## src/rtl/eye_scan_pkg.sv

```systemverilog
package eye_scan_pkg;
   typedef enum logic [2:0] {
      ST_IDLE,
      ST_SETTLE,
      ST_COUNT,
      ST_PUSH,
      ST_DONE
   } scan_state_t;

   localparam int QUICK_POINTS = 6;
endpackage

```

## src/rtl/eye_scan_seq.sv

```systemverilog
module eye_scan_seq #(
   parameter int CODE_W = 10,
   parameter int IDX_W  = 9
) (
   input  logic              clk,
   input  logic              rst_n,
   input  logic              load,
   input  logic              advance,
   input  logic              quick_sel,
   output logic [CODE_W-1:0] pi_code,
   output logic [CODE_W-1:0] dac_code,
   output logic              last_point
);
   localparam int SHIFT = CODE_W - IDX_W;
   localparam logic [IDX_W-1:0] IDX_MAX = '1;
   localparam int EIGHTH = 2 ** (CODE_W - 3);

   logic [IDX_W-1:0]  t_idx, v_idx;
   logic [2:0]        q_idx;
   logic [CODE_W-1:0] t_grid, v_grid;
   logic [CODE_W-1:0] q_t_tab [8];
   logic [CODE_W-1:0] q_v_tab [8];

   // grid index to code: plain copy or scaled by a power of two
   generate
      if (SHIFT == 0) begin : g_unit_step
         assign t_grid = t_idx;
         assign v_grid = v_idx;
      end else begin : g_scaled_step
         assign t_grid = {t_idx, {SHIFT{1'b0}}};
         assign v_grid = {v_idx, {SHIFT{1'b0}}};
      end
   endgenerate

   // quick-scan points: time at 3/8 and 5/8, voltage at 3/8, 4/8 and 5/8
   for (genvar k = 0; k < 8; k++) begin : g_quick
      if (k < eye_scan_pkg::QUICK_POINTS) begin : g_pt
         assign q_t_tab[k] = CODE_W'((3 + 2 * (k / 3)) * EIGHTH);
         assign q_v_tab[k] = CODE_W'((3 + (k % 3)) * EIGHTH);
      end else begin : g_pad
         assign q_t_tab[k] = '0;
         assign q_v_tab[k] = '0;
      end
   end

   always_ff @(posedge clk or negedge rst_n) begin
      if (!rst_n) begin
         t_idx <= '0;
         v_idx <= '0;
         q_idx <= '0;
      end else if (load) begin
         t_idx <= '0;
         v_idx <= '0;
         q_idx <= '0;
      end else if (advance) begin
         if (quick_sel) begin
            q_idx <= q_idx + 3'd1;
         end else if (v_idx == IDX_MAX) begin
            v_idx <= '0;
            t_idx <= t_idx + 1'b1;
         end else begin
            v_idx <= v_idx + 1'b1;
         end
      end
   end

   assign pi_code    = quick_sel ? q_t_tab[q_idx] : t_grid;
   assign dac_code   = quick_sel ? q_v_tab[q_idx] : v_grid;
   assign last_point = quick_sel ? (q_idx == 3'(eye_scan_pkg::QUICK_POINTS - 1))
                                 : (t_idx == IDX_MAX && v_idx == IDX_MAX);
endmodule

```

## src/rtl/eye_scan_acc.sv

```systemverilog
module eye_scan_acc #(
   parameter int BLOCK_LEN = 1024,
   parameter int CNT_W     = 11
) (
   input  logic             clk,
   input  logic             rst_n,
   input  logic             clear,
   input  logic             sample_en,
   input  logic             slicer_in,
   output logic [CNT_W-1:0] ones_cnt,
   output logic             block_last
);
   localparam logic [CNT_W-1:0] LAST_BIT = CNT_W'(BLOCK_LEN - 1);

   logic [CNT_W-1:0] bit_cnt;

   always_ff @(posedge clk or negedge rst_n) begin
      if (!rst_n) begin
         bit_cnt  <= '0;
         ones_cnt <= '0;
      end else if (clear) begin
         bit_cnt  <= '0;
         ones_cnt <= '0;
      end else if (sample_en) begin
         bit_cnt  <= bit_cnt + 1'b1;
         ones_cnt <= ones_cnt + CNT_W'(slicer_in);
      end
   end

   assign block_last = sample_en && (bit_cnt == LAST_BIT);
endmodule

```

## src/rtl/eye_scan_fifo.sv

```systemverilog
module eye_scan_fifo #(
   parameter int DATA_W = 11,
   parameter int DEPTH  = 4
) (
   input  logic              clk,
   input  logic              rst_n,
   input  logic              push,
   input  logic [DATA_W-1:0] din,
   output logic              full,
   input  logic              pop,
   output logic [DATA_W-1:0] dout,
   output logic              valid
);
   localparam int AW = (DEPTH > 1) ? $clog2(DEPTH) : 1;

   generate
      if (DEPTH < 2 || (2 ** AW) != DEPTH) begin : g_bad_depth
         $error("eye_scan_fifo: DEPTH must be a power of two of at least 2");
      end
   endgenerate

   logic [DATA_W-1:0] mem [DEPTH];
   logic [AW-1:0]     wr_ptr, rd_ptr;
   logic [AW:0]       fill;
   logic              push_ok, pop_ok;

   assign push_ok = push && !full;
   assign pop_ok  = pop && valid;

   always_ff @(posedge clk) begin
      if (push_ok) mem[wr_ptr] <= din;
   end

   always_ff @(posedge clk or negedge rst_n) begin
      if (!rst_n) begin
         wr_ptr <= '0;
         rd_ptr <= '0;
         fill   <= '0;
      end else begin
         if (push_ok) wr_ptr <= wr_ptr + 1'b1;
         if (pop_ok)  rd_ptr <= rd_ptr + 1'b1;
         case ({push_ok, pop_ok})
            2'b10:   fill <= fill + 1'b1;
            2'b01:   fill <= fill - 1'b1;
            default: fill <= fill;
         endcase
      end
   end

   assign full  = (fill == (AW + 1)'(DEPTH));
   assign valid = (fill != '0);
   assign dout  = mem[rd_ptr];
endmodule

```

## src/rtl/eye_scan_ctrl.sv

```systemverilog
module eye_scan_ctrl #(
   parameter int CODE_W     = 10,
   parameter int IDX_W      = 9,
   parameter int BLOCK_LEN  = 1024,
   parameter int SETTLE_W   = 8,
   parameter int FIFO_DEPTH = 4,
   localparam int CNT_W     = $clog2(BLOCK_LEN + 1)
) (
   input  logic                clk,
   input  logic                rst_n,
   input  logic                start,
   input  logic                fast_mode,
   input  logic [SETTLE_W-1:0] settle_cycles,
   input  logic [CNT_W-1:0]    pass_window,
   output logic                busy,
   output logic                done,
   output logic                scan_pass,
   output logic [CODE_W-1:0]   pi_code,
   output logic [CODE_W-1:0]   dac_code,
   output logic                prbs_en,
   input  logic                slicer_in,
   output logic                res_valid,
   input  logic                res_ready,
   output logic [CNT_W-1:0]    res_count
);
   import eye_scan_pkg::*;

   localparam int HALF = BLOCK_LEN / 2;

   generate
      if (CODE_W < 3) begin : g_bad_code
         $error("eye_scan_ctrl: CODE_W must be at least 3");
      end
      if (IDX_W < 1 || IDX_W > CODE_W) begin : g_bad_idx
         $error("eye_scan_ctrl: IDX_W must lie in 1..CODE_W");
      end
      if (BLOCK_LEN < 2 || (BLOCK_LEN % 2) != 0) begin : g_bad_block
         $error("eye_scan_ctrl: BLOCK_LEN must be even and at least 2");
      end
   endgenerate

   scan_state_t         state;
   logic [SETTLE_W-1:0] settle_cnt, settle_q;
   logic [CNT_W-1:0]    win_q;
   logic                mode_q, pass_q;
   logic                accept, advance, push, fifo_full;
   logic                last_point, acc_last, in_window;
   logic [CNT_W-1:0]    ones_cnt;
   logic [CNT_W:0]      lo_sum, hi_lim;

   assign busy    = (state == ST_SETTLE) || (state == ST_COUNT) || (state == ST_PUSH);
   assign done    = (state == ST_DONE);
   assign accept  = start && !busy;
   assign push    = (state == ST_PUSH) && !fifo_full;
   assign advance = push && !last_point;
   assign prbs_en = (state == ST_COUNT);

   // count within [HALF - window, HALF + window]
   assign lo_sum    = {1'b0, ones_cnt} + {1'b0, win_q};
   assign hi_lim    = (CNT_W + 1)'(HALF) + {1'b0, win_q};
   assign in_window = (lo_sum >= (CNT_W + 1)'(HALF)) && ({1'b0, ones_cnt} <= hi_lim);

   always_ff @(posedge clk or negedge rst_n) begin
      if (!rst_n) begin
         state      <= ST_IDLE;
         settle_cnt <= '0;
         settle_q   <= '0;
         win_q      <= '0;
         mode_q     <= 1'b0;
         pass_q     <= 1'b0;
      end else begin
         case (state)
            ST_IDLE, ST_DONE: begin
               if (start) begin
                  mode_q     <= fast_mode;
                  settle_q   <= settle_cycles;
                  settle_cnt <= settle_cycles;
                  win_q      <= pass_window;
                  pass_q     <= fast_mode;
                  state      <= ST_SETTLE;
               end
            end
            ST_SETTLE: begin
               if (settle_cnt == '0) state <= ST_COUNT;
               else                  settle_cnt <= settle_cnt - 1'b1;
            end
            ST_COUNT: begin
               if (acc_last) state <= ST_PUSH;
            end
            ST_PUSH: begin
               if (!fifo_full) begin
                  if (mode_q && !in_window) pass_q <= 1'b0;
                  if (last_point) begin
                     state <= ST_DONE;
                  end else begin
                     state      <= ST_SETTLE;
                     settle_cnt <= settle_q;
                  end
               end
            end
            default: state <= ST_IDLE;
         endcase
      end
   end

   assign scan_pass = pass_q;

   eye_scan_seq #(
      .CODE_W (CODE_W),
      .IDX_W  (IDX_W)
   ) u_seq (
      .clk        (clk),
      .rst_n      (rst_n),
      .load       (accept),
      .advance    (advance),
      .quick_sel  (mode_q),
      .pi_code    (pi_code),
      .dac_code   (dac_code),
      .last_point (last_point)
   );

   eye_scan_acc #(
      .BLOCK_LEN (BLOCK_LEN),
      .CNT_W     (CNT_W)
   ) u_acc (
      .clk        (clk),
      .rst_n      (rst_n),
      .clear      (state == ST_SETTLE),
      .sample_en  (prbs_en),
      .slicer_in  (slicer_in),
      .ones_cnt   (ones_cnt),
      .block_last (acc_last)
   );

   eye_scan_fifo #(
      .DATA_W (CNT_W),
      .DEPTH  (FIFO_DEPTH)
   ) u_fifo (
      .clk   (clk),
      .rst_n (rst_n),
      .push  (push),
      .din   (ones_cnt),
      .full  (fifo_full),
      .pop   (res_ready),
      .dout  (res_count),
      .valid (res_valid)
   );
endmodule

```

## config.mk

```make
export PLATFORM = sky130hd
export DESIGN_NAME = eye_scan_ctrl
export DESIGN_NICKNAME = d
export VERILOG_FILES = /design/src/rtl/eye_scan_pkg.sv /design/src/rtl/eye_scan_seq.sv /design/src/rtl/eye_scan_acc.sv /design/src/rtl/eye_scan_fifo.sv /design/src/rtl/eye_scan_ctrl.sv
export SDC_FILE = /design/constraint.sdc
export NUM_CORES = 1
export LEC_CHECK = 0
export ABC_AREA = 1
export BUFFER_PORTS_ARGS = -buffer_cell sky130_fd_sc_hd__buf_2
export CORE_ASPECT_RATIO = 0.7
export CORE_MARGIN = 4
export CORE_UTILIZATION = 55
export CTS_CLUSTER_DIAMETER = 150
export CTS_CLUSTER_SIZE = 24
export DETAILED_ROUTE_END_ITERATION = 8
export PLACE_DENSITY = 0.85
export SLEW_MARGIN = 30
export SYNTH_ARGS = -nofsm -noshare
export SYNTH_HDL_FRONTEND = slang
export SYNTH_HIERARCHICAL = 1
export SYNTH_SLANG_ARGS = --single-unit
```

## constraint.sdc

```tcl
create_clock -name clk -period 5 [get_ports clk]
set_input_delay 0.25 -clock clk [delete_from_list [all_inputs] [get_ports clk]]
set_output_delay 0.25 -clock clk [all_outputs]
set_load 0.01 [all_outputs]
```

# [Word-level counts from Yosys, hierarchy flattened]
# Memories as Yosys holds them, arrays and structs flattened.
# Cells that the tools add are included.
[op_classes] mux=40 add_sub_neg=12 order_cmp=3 bitwise_logic=1 eq_ne=19 reduce_logical=33
[ops] op="$mux W9" n=8
[ops] op="$mux W10" n=6
[ops] op="$mux W11" n=4
[ops] op="$mux W8" n=4
[ops] op="$mux W3" n=8
[ops] op="$pmux W8 S3" n=1
[ops] op="$add A9 B1 Y9 const B" n=2
[ops] op="$eq A9 B9 Y1 const B" n=2
[ops] op="$add A10 B11 Y12 const A" n=1
[ops] op="$add A11 B11 Y12" n=1
[ops] op="$ge A12 B10 Y1 const B" n=1
[ops] op="$le A11 B12 Y1" n=1
[ops] op="$ne A2 B2 Y1 const B" n=6
[ops] op="$pmux W3 S4" n=1
[ops] op="$reduce_bool A2 Y1" n=6
[ops] op="$add A11 B1 Y11" n=1
[ops] op="$add A11 B1 Y11 const B" n=1
[ops] op="$eq A11 B10 Y1 const B" n=1
[ops] op="$eq A3 B3 Y1 const B" n=3
[ops] op="$logic_and A1 B1 Y1" n=9
[ops] op="$logic_not A8 Y1" n=1
[ops] op="$reduce_and A4 Y1" n=2
[ops] op="$sub A8 B1 Y8 const B" n=1
[ops] op="$add A3 B1 Y3 const B" n=2
[ops] op="20 further kinds" n=35
[totals] elab_cells=125 register_bits=82 in_bits=25 ram_bits=44 romBits=160 mem_count=3
[memory_table] name="(no name shown)" words=8 width=10 rd=1 rd_ports_with_merged_regs=0 wr=0 line_no="eye_scan_seq.sv:68" source="assign dac_code = quick_sel ? q_v_tab[q_idx] : v_grid;"
[memory_table] name="(no name shown)" words=8 width=10 rd=1 rd_ports_with_merged_regs=0 wr=0 line_no="eye_scan_seq.sv:67" source="assign pi_code = quick_sel ? q_t_tab[q_idx] : t_grid;"
[memory_table] name="u_fifo.mem" words=4 width=11 rd=1 rd_ports_with_merged_regs=0 wr=1 line_no="eye_scan_fifo.sv:22" source="logic [DATA_W-1:0] mem [DEPTH];"

# [Logic depth before layout (Yosys ltp)]
# Gate-level depths: netlist of the first run.
[depth] ltp_word=8 depth_mapped=19

# [Hierarchy]
# Netlist of the first run, hierarchy kept.
[by_module_without_submodules] module="eye_scan_ctrl" seq_area_each_um2=800.8 instances=1 cells_each=323 area_each_um2=2318.5
[by_module_without_submodules] module="eye_scan_fifo" seq_area_each_um2=1496.4 instances=1 cells_each=188 area_each_um2=2205.9
[by_module_without_submodules] module="eye_scan_seq" seq_area_each_um2=525.5 instances=1 cells_each=199 area_each_um2=1450.1
[by_module_without_submodules] module="eye_scan_acc" seq_area_each_um2=550.5 instances=1 cells_each=163 area_each_um2=1260.0

# [Worst setup path after synthesis of the first run]
# No wires, ideal clock.
[synth_timing] path_type="flip-flop to flip-flop" start="register state[2]" end="register u_fifo.fill[1]" setup_slack_ns=2.840 n_path_buf=1 synth_period_minus_slack_ns=2.160 path_stages_with_launch=12 setup_ns=0.083 arrival_ns=2.078 path_cell_list="dfrtp_1 -> nor2_4 -> inv_4 -> nor2_4 -> buf_4 -> inv_1 -> nor2_1 -> nand2_2 -> ha_1 -> inv_1 -> fa_1 -> o21ai_0"
[synth_between] elab_chain_cells=5 word_cells_on_any_way=7
[synth_rtl] item="start: declaration" line_no="eye_scan_ctrl.sv:42" source="scan_state_t state;"
[synth_rtl] item="start signal: assignment" line_no="eye_scan_ctrl.sv:65" source="state <= ST_IDLE;"
[synth_rtl] item="start signal: assignment" line_no="eye_scan_ctrl.sv:80" source="state <= ST_SETTLE;"
[synth_rtl] item="start signal: assignment" line_no="eye_scan_ctrl.sv:84" source="if (settle_cnt == '0) state <= ST_COUNT;"
[synth_rtl] item="$eq A3 B2 Y1 *" line_no="eye_scan_ctrl.sv:54" source="assign push = (state == ST_PUSH) && !fifo_full;"
[synth_rtl] item="$logic_and A1 B1 Y1 *" line_no="eye_scan_ctrl.sv:54"
[synth_rtl] item="via push" line_no="eye_scan_ctrl.sv:46" source="logic accept, advance, push, fifo_full;"
[synth_rtl] item="$logic_and A1 B1 Y1 *" line_no="eye_scan_fifo.sv:27" source="assign push_ok = push && !full;"
[synth_rtl] item="$eq A2 B1 Y1 or $eq A2 B2 Y1 (tied branches)" line_no="eye_scan_fifo.sv:42" source="case ({push_ok, pop_ok})"
[synth_rtl] item="$pmux W3 S2 or $reduce_bool A2 Y1 (tied branches)"
[synth_rtl] item="end signal: assignment" line_no="eye_scan_fifo.sv:43" source="2'b10: fill <= fill + 1'b1;"
[synth_rtl] item="end signal: assignment" line_no="eye_scan_fifo.sv:44" source="2'b01: fill <= fill - 1'b1;"
[synth_rtl] item="end signal: assignment" line_no="eye_scan_fifo.sv:45" source="default: fill <= fill;"
[synth_rtl] item="end: declaration" line_no="eye_scan_fifo.sv:24" source="logic [AW:0] fill;"
# The timed path passes the listed nets; every way through them passes the cells marked *.
# A chain may end at the register's enable or synchronous reset.

# [Worst setup path after layout of the first run]
[layout_timing] start="register state[2]" end="memory u_fifo.mem[2][1], enable pin"
[layout_between] elab_chain_cells=5
[layout_rtl] item="$eq A3 B2 Y1" line_no="eye_scan_ctrl.sv:54"
[layout_rtl] item="$logic_and A1 B1 Y1" line_no="eye_scan_ctrl.sv:54"
[layout_rtl] item="via push" line_no="eye_scan_ctrl.sv:46"
[layout_rtl] item="$logic_and A1 B1 Y1" line_no="eye_scan_fifo.sv:27"
[layout_rtl] item="$mux W1" line_no="eye_scan_fifo.sv:31" source="if (push_ok) mem[wr_ptr] <= din;"
[layout_rtl] item="$mux W1 (implied by the code)" line_no="eye_scan_fifo.sv:31"
[layout_rtl] item="end: declaration" line_no="eye_scan_fifo.sv:22"
# The timed path passes the listed nets, and every way through them passes these cells.

==> reports/results.ini, run 1 <==
[outcome]
run_status = finished clean

[critical_path]
cp.required_ns = 5.03
endpoint_kind = register
cp_max_fo = 12
r2r_start = state[2]
crit_path_start = state[2]
cp.arrival_ns = 2.65
reg2regPathDepth = 7
path_class = register to register
rrSetupSlack_ns = 2.38
start_kind = register
r2r_end = u_fifo/mem[2][1]

[logic_synthesis]
synth_area_sq_um = 7230
synthesis.instances = 873
yosysTopAreaCell = dfrtp_1
ys_warn_count = 6
synth-edff-count = 44
syn_area_per_cell_sq_um = 8.29
synth.distinct_cells = 45
synth_top_flop_cell = dfrtp_1
synthArstFlopShare_pct = 65.1
ys_seq_area_share_pct = 46.6
ys_seq_elements = 126
yosys-top-cells-area = dfrtp_1 (28%), edfxtp_1 (18%), nand2_1 (11%)
synth_top_cell_area_share_pct = 28.4

[cts]
cts.path.max_buffers = 2
ctsHoldBuffers = 1
post_cts_resized = 0
cts_tree = done
numCtsBuffers = 17
post_cts_buffers = 0
cts.clk_slew.worst_paths_ns = 0.06
clk_latency_ns = 0.41
clock_sinks = 126
htree_levels = 4
clockRootBuffer = clkbuf_16

[routing]
wire_per_inst_um = 14.2
viasPerCell = 5.25
dr.pass1.iters = 5
drc = 0
ant_nets = 0
wl_um = 15700
drt_iter0_drc = 361
vias = 5813

[sta]
setup_tns_ns = 0
final_max_slew_viol_count = 0
setup_violations = 0
slew_headroom_pct = 38.5
rsz0062_at_grt = no
worstMarginPinSlew_ns = 0.921
finClkSkew_ns = 0.00725
clock.fmax_mhz = 382
hold_viol_final = 0
post-route-min-period_ns = 2.62
min_period_over_period_pct = 52.4

[global_routing]
use_met1_pct = 31.3
track_usage_pct = 21.5
grt_max_degree = 71
grt.overflow.total = 0
grt_util_met2_pct = 33.4
antenna_found_initial = 0
gr-usage-met3_pct = 4.44
grt_pass1_wl_um = 26700
grt_busiest_layer = met2
grt_pass1_vias = 5500

[floorplanning]
coreArea_sq_um = 12600
die_h_um = 104
ios = 61
die_area_sq_um = 15100
die_w_um = 145
start_util_pct = 57.3
row_count = 34

[finish]
final_util_pct = 64.6
n_fill_cell = 1012
layout_common_cells = nand2_1 (218), inv_1 (147), dfrtp_1 (82)
drive_gt1_share_pct = 13.4
final_common_cell = nand2_1
layout.nets = 999
diodes = 0
area_growth_syn_to_layout_pct = 12.7

[run]
max-cap-violations = 0

[pwr]
vdd_drop_max_mv = 0.371
p_leak_uw = 0.00408
power_density_nw_per_um2 = 550

[min_path]
hold_class = input pin to register
hp-start = pass_window[10]
min_path_cells = 3
min_to = win_q[10]

[place]
numPortBuffers = 58
place.gp.congestion = 0.895
hpwl_um = 11000

worst max path at each step:
stage | endpoint | slack [ns] | cells after the start
floorplan | u_fifo/fill[1] | 2.84 | 11
global placement | u_fifo/mem[2][7] | 2.51 | 7
detailed placement | u_fifo/mem[2][7] | 2.41 | 7
CTS | u_fifo/mem[2][10] | 2.37 | 7
global route | u_seq/t_idx[2] | 2.19 | 12
finish | u_fifo/mem[2][1] | 2.38 | 7
flip-flops by register name, summed over array words and instances, names as in the netlist:
name / flops
u_fifo/mem: 44
u_acc/bit_cnt: 11
u_acc/ones_cnt: 11
win_q: 11
u_seq/t_idx: 9
u_seq/v_idx: 9
settle_cnt: 8
settle_q: 8
state: 3
u_fifo/fill: 3
u_seq/q_idx: 3
u_fifo/rd_ptr: 2
u_fifo/wr_ptr: 2
mode_q: 1
scan_pass: 1
cells in the mapped netlist, types with 2 or more instances:
library cell and n:
nor2_1 75, o21ai_2 3, edfxtp_1 44, buf_2 6
nand2_1 218, fa_1 2, o211ai_1 22, nor4_1 3
nand3_1 46, nand2_4 4, clkbuf_1 3, inv_2 4
buf_4 3, o21bai_1 2, buf_6 9, a21oi_1 31
o21ai_0 54, nand4_1 13, o22ai_1 2, ha_1 40
nand3_2 2, nor2_2 4, xnor2_1 3, nand2_2 2
nor3_1 11, xor2_1 2, nor2_4 9, inv_1 147
inv_4 2, o21ai_1 7, o221ai_1 3, a221oi_1 3
dfrtp_1 82
routing by layer:
layer  part of all wire [%]  wire length [um]  up-vias
met5                      0                 0        -
met4                   0.80               125        0
met3                    5.1               798       14
met2                     45              7080      144
met1                     49              7720     2715
li1                       -                 -     2940
power breakdown:
| part | internal (uW) | switching, uW | total, uW |
|---|---|---|---|
| Sequential | 1330 | 218 | 1550 |
| Combinational | 588 | 1170 | 1760 |
| Clock | 705 | 471 | 1180 |
critical path: stages, from the launching register on:
cell     delay (ns)
dfrtp_1        0.45
nor2_4         0.20
inv_4          0.09
nor2_4         0.26
inv_1          0.16
nor2_1         0.23
nand2_2        0.16
nor2_1         0.70
kinds of logic after synthesis:
kind of cell | after synthesis | synth area share [%]
XOR/XNOR | 5 | 0.605
adder cells (fa/ha/maj) | 42 | 7.47
flip-flops | 126 | 46.6
other | 1 | 0.0518
AND/OR/NAND/NOR | 390 | 23.7
AO/OA/AOI/OAI | 132 | 10.7
buffers and inverters | 177 | 10.8
stage by stage:
step / instances / worst slack, ns / cell area [sq um] / power (uW) / hold slack (ns)
finish: 1107 / 2.38 / 8160 / 4490 / 0.0457
global route: 1107 / 2.19 / 8160 / 4850 / 0.0348
detailed placement: 1074 / 2.41 / 7570 / 3300 / 0.105
floorplan: 874 / 2.84 / 7240 / 2880 / -0.0456
CTS: 1107 / 2.37 / 8150 / 4510 / 0.0318
global placement: 1074 / 2.51 / 7570 / 3250 / 0.103
cell type report:
cell class	instances	area, sq um	share of cell area (%)
Clock inverter	14	134	1.64
Inverter	155	606	7.42
Timing Repair Buffer	61	322	3.94
Multi-Input combinational cell	571	3080	37.8
Tap cell	162	203	2.49
Clock buffer	18	439	5.38
Sequential cell	126	3370	41.4
Power figures use the tool's default switching activity.
==> inputs of run 2 (changes only) <==
clock period = 2.45 ns   (was 5 ns; I/O delays follow)
==> run 2 against run 1 <==
  * Register-to-register slack got worse by 2.2 ns
  * Wire length rose by 2.2%
  * Die area did not move
  * Clock power rose by 110%
  * Power rose by 110%
  * Final area rose by 4.4%
  * Highest routed layer unchanged
  * Global-route usage rose by 0.74 points
  * Critical path depth rose by 7
  * First-iteration DRC count rose by 8.9%
==> reports/results.ini, run 2 (synthesis gave the netlist of run 1 again) <==
[outcome]
run_status = finished clean

[floorplanning]
start_util_pct = 57.3
row_count = 34
coreArea_sq_um = 12600
ios = 61
die_w_um = 145
die_h_um = 104
die_area_sq_um = 15100

[critical_path]
path_class = register to register
cp.required_ns = 2.76
endpoint_kind = register
start_kind = register
cp.arrival_ns = 2.56
cp_max_fo = 7

[cts]
clockRootBuffer = clkbuf_16
cts.path.max_buffers = 2
cts.clk_slew.worst_paths_ns = 0.06
clk_latency_ns = 0.42
cts_tree = done
clock_sinks = 126
htree_levels = 4
numCtsBuffers = 17

[sta]
post-route-min-period_ns = 2.25
hold_viol_final = 0
setup_violations = 0
hold_ws_ns = 0.00602
finClkSkew_ns = 0.00792
slew_headroom_pct = 54.9
min_period_over_period_pct = 92.0
rsz0062_at_grt = no
worstMarginPinSlew_ns = 0.675
clock.fmax_mhz = 444
setup_tns_ns = 0
final_max_slew_viol_count = 0

[routing]
wire_per_inst_um = 14.1
viasPerCell = 5.26
drt_iter0_drc = 393
drc = 0
dr.pass1.iters = 7
vias = 5997
ant_nets = 0
wl_um = 16100

[global_routing]
grt_pass1_wl_um = 27800
grt_max_degree = 47
grt_pass1_vias = 5840
antenna_found_initial = 0
track_usage_pct = 22.2
grt.overflow.total = 0

[place]
place.gp.congestion = 0.889
hpwl_um = 11100
numPortBuffers = 58

[finish]
drive_gt1_share_pct = 14.6
top_register = u_fifo/mem
area_growth_syn_to_layout_pct = 17.7
final_common_cell = nand2_1
final_util_pct = 67.4
largest_register_ffs = 44
diodes = 0
layout_common_cells = nand2_1 (218), inv_1 (147), dfrtp_1 (82)
layout.nets = 1033

[min_path]
hold_class = input pin to register

[pwr]
vdd_drop_max_mv = 0.600
p_leak_uw = 0.00424
power_density_nw_per_um2 = 1110

[run]
max-cap-violations = 0

[run 2: changes by cell type in the layout (fill, tap and decap cells not counted), sizes merged]
| cell | delta |
|---|---|
| clkbuf | -1 |
| clkinv | -3 |
| inv | +6 |
| buf | +14 |
| clkinvlp | -1 |
| bufinv | -1 |
| dlygate4sd3 | +20 |
[run 2: path summary, 6_finish.rpt]
| kind | slack, ns | startpoint | endpoint | depth (start not counted) |
|---|---|---|---|---|
| worst min-delay path | 0.006 | settle_cycles[1] | settle_q[1] | 3 |
| worst min register to register | 0.48 | settle_q[7] | settle_q[7] | 2 |
| worst max register to register | 0.20 | state[2] | u_fifo/fill[2] | 14 |
| max in group asynchronous | 1.57 | rst_n | win_q[10] | 3 |
| min in group asynchronous | 0.24 | rst_n | u_seq/v_idx[6] | 2 |
| worst max-delay path | 0.20 | state[2] | u_fifo/fill[2] | 14 |
[run 2: stage by stage]
| step | power, uW | area (sq um) | setup slack (ns) | std cells |
|---|---|---|---|---|
| after global placement | 6720 | 7690 | 0.184 | 1088 |
| after CTS | 9410 | 8490 | 0.101 | 1141 |
| after floorplan | 5890 | 7240 | 0.290 | 874 |
| after global routing | 10100 | 8520 | 0.0371 | 1141 |
| final | 9430 | 8520 | 0.197 | 1141 |
| after detailed placement | 6880 | 7690 | 0.131 | 1088 |
[run 2: what timing repair did]
item,in CTS,in global routing
buffers inserted,0,0
endpoints found under the hold margin,65,0
hold buffers,21,0
endpoints found under the setup margin,0,10
gates resized for setup,0,6
[run 2: area by class of cell]
| type | instances | area [sq um] |
|---|---|---|
| Fill cell | 965 | 4120 |
| Sequential cell | 126 | 3370 |
| Multi-Input combinational cell | 571 | 3110 |
| Timing Repair Buffer | 95 | 636 |
| Inverter | 155 | 611 |
| Clock buffer | 17 | 425 |
| Tap cell | 162 | 203 |
| Clock inverter | 15 | 163 |
[run 2: report_power, final]
group	switching [uW]	internal (uW)	leakage, uW
clock network	1080	1370	0.000288
logic	2580	1320	0.00245
registers	358	2720	0.00150
total	4020	5410	0.00424
[run 2: worst max-delay path, stage by stage, from the launching register on]
cell	delay, ns
dfrtp_1	0.46
nor2_4	0.22
inv_4	0.10
nor2_4	0.09
inv_1	0.10
nor2_2	0.17
nand2_2	0.13
ha_1	0.24
inv_1	0.09
fa_1	0.18
inv_1	0.04
nand2_1	0.08
nand3_1	0.09
nand2_1	0.08
nand2_1	0.06
[run 2: layer usage]
layer	vias up	GRT usage [%]	wire, um
met5	-	0	0
met4	0	7.38	248
met3	22	4.57	886
met2	177	34.9	7240
met1	2787	30.9	7690
li1	3011	-	-
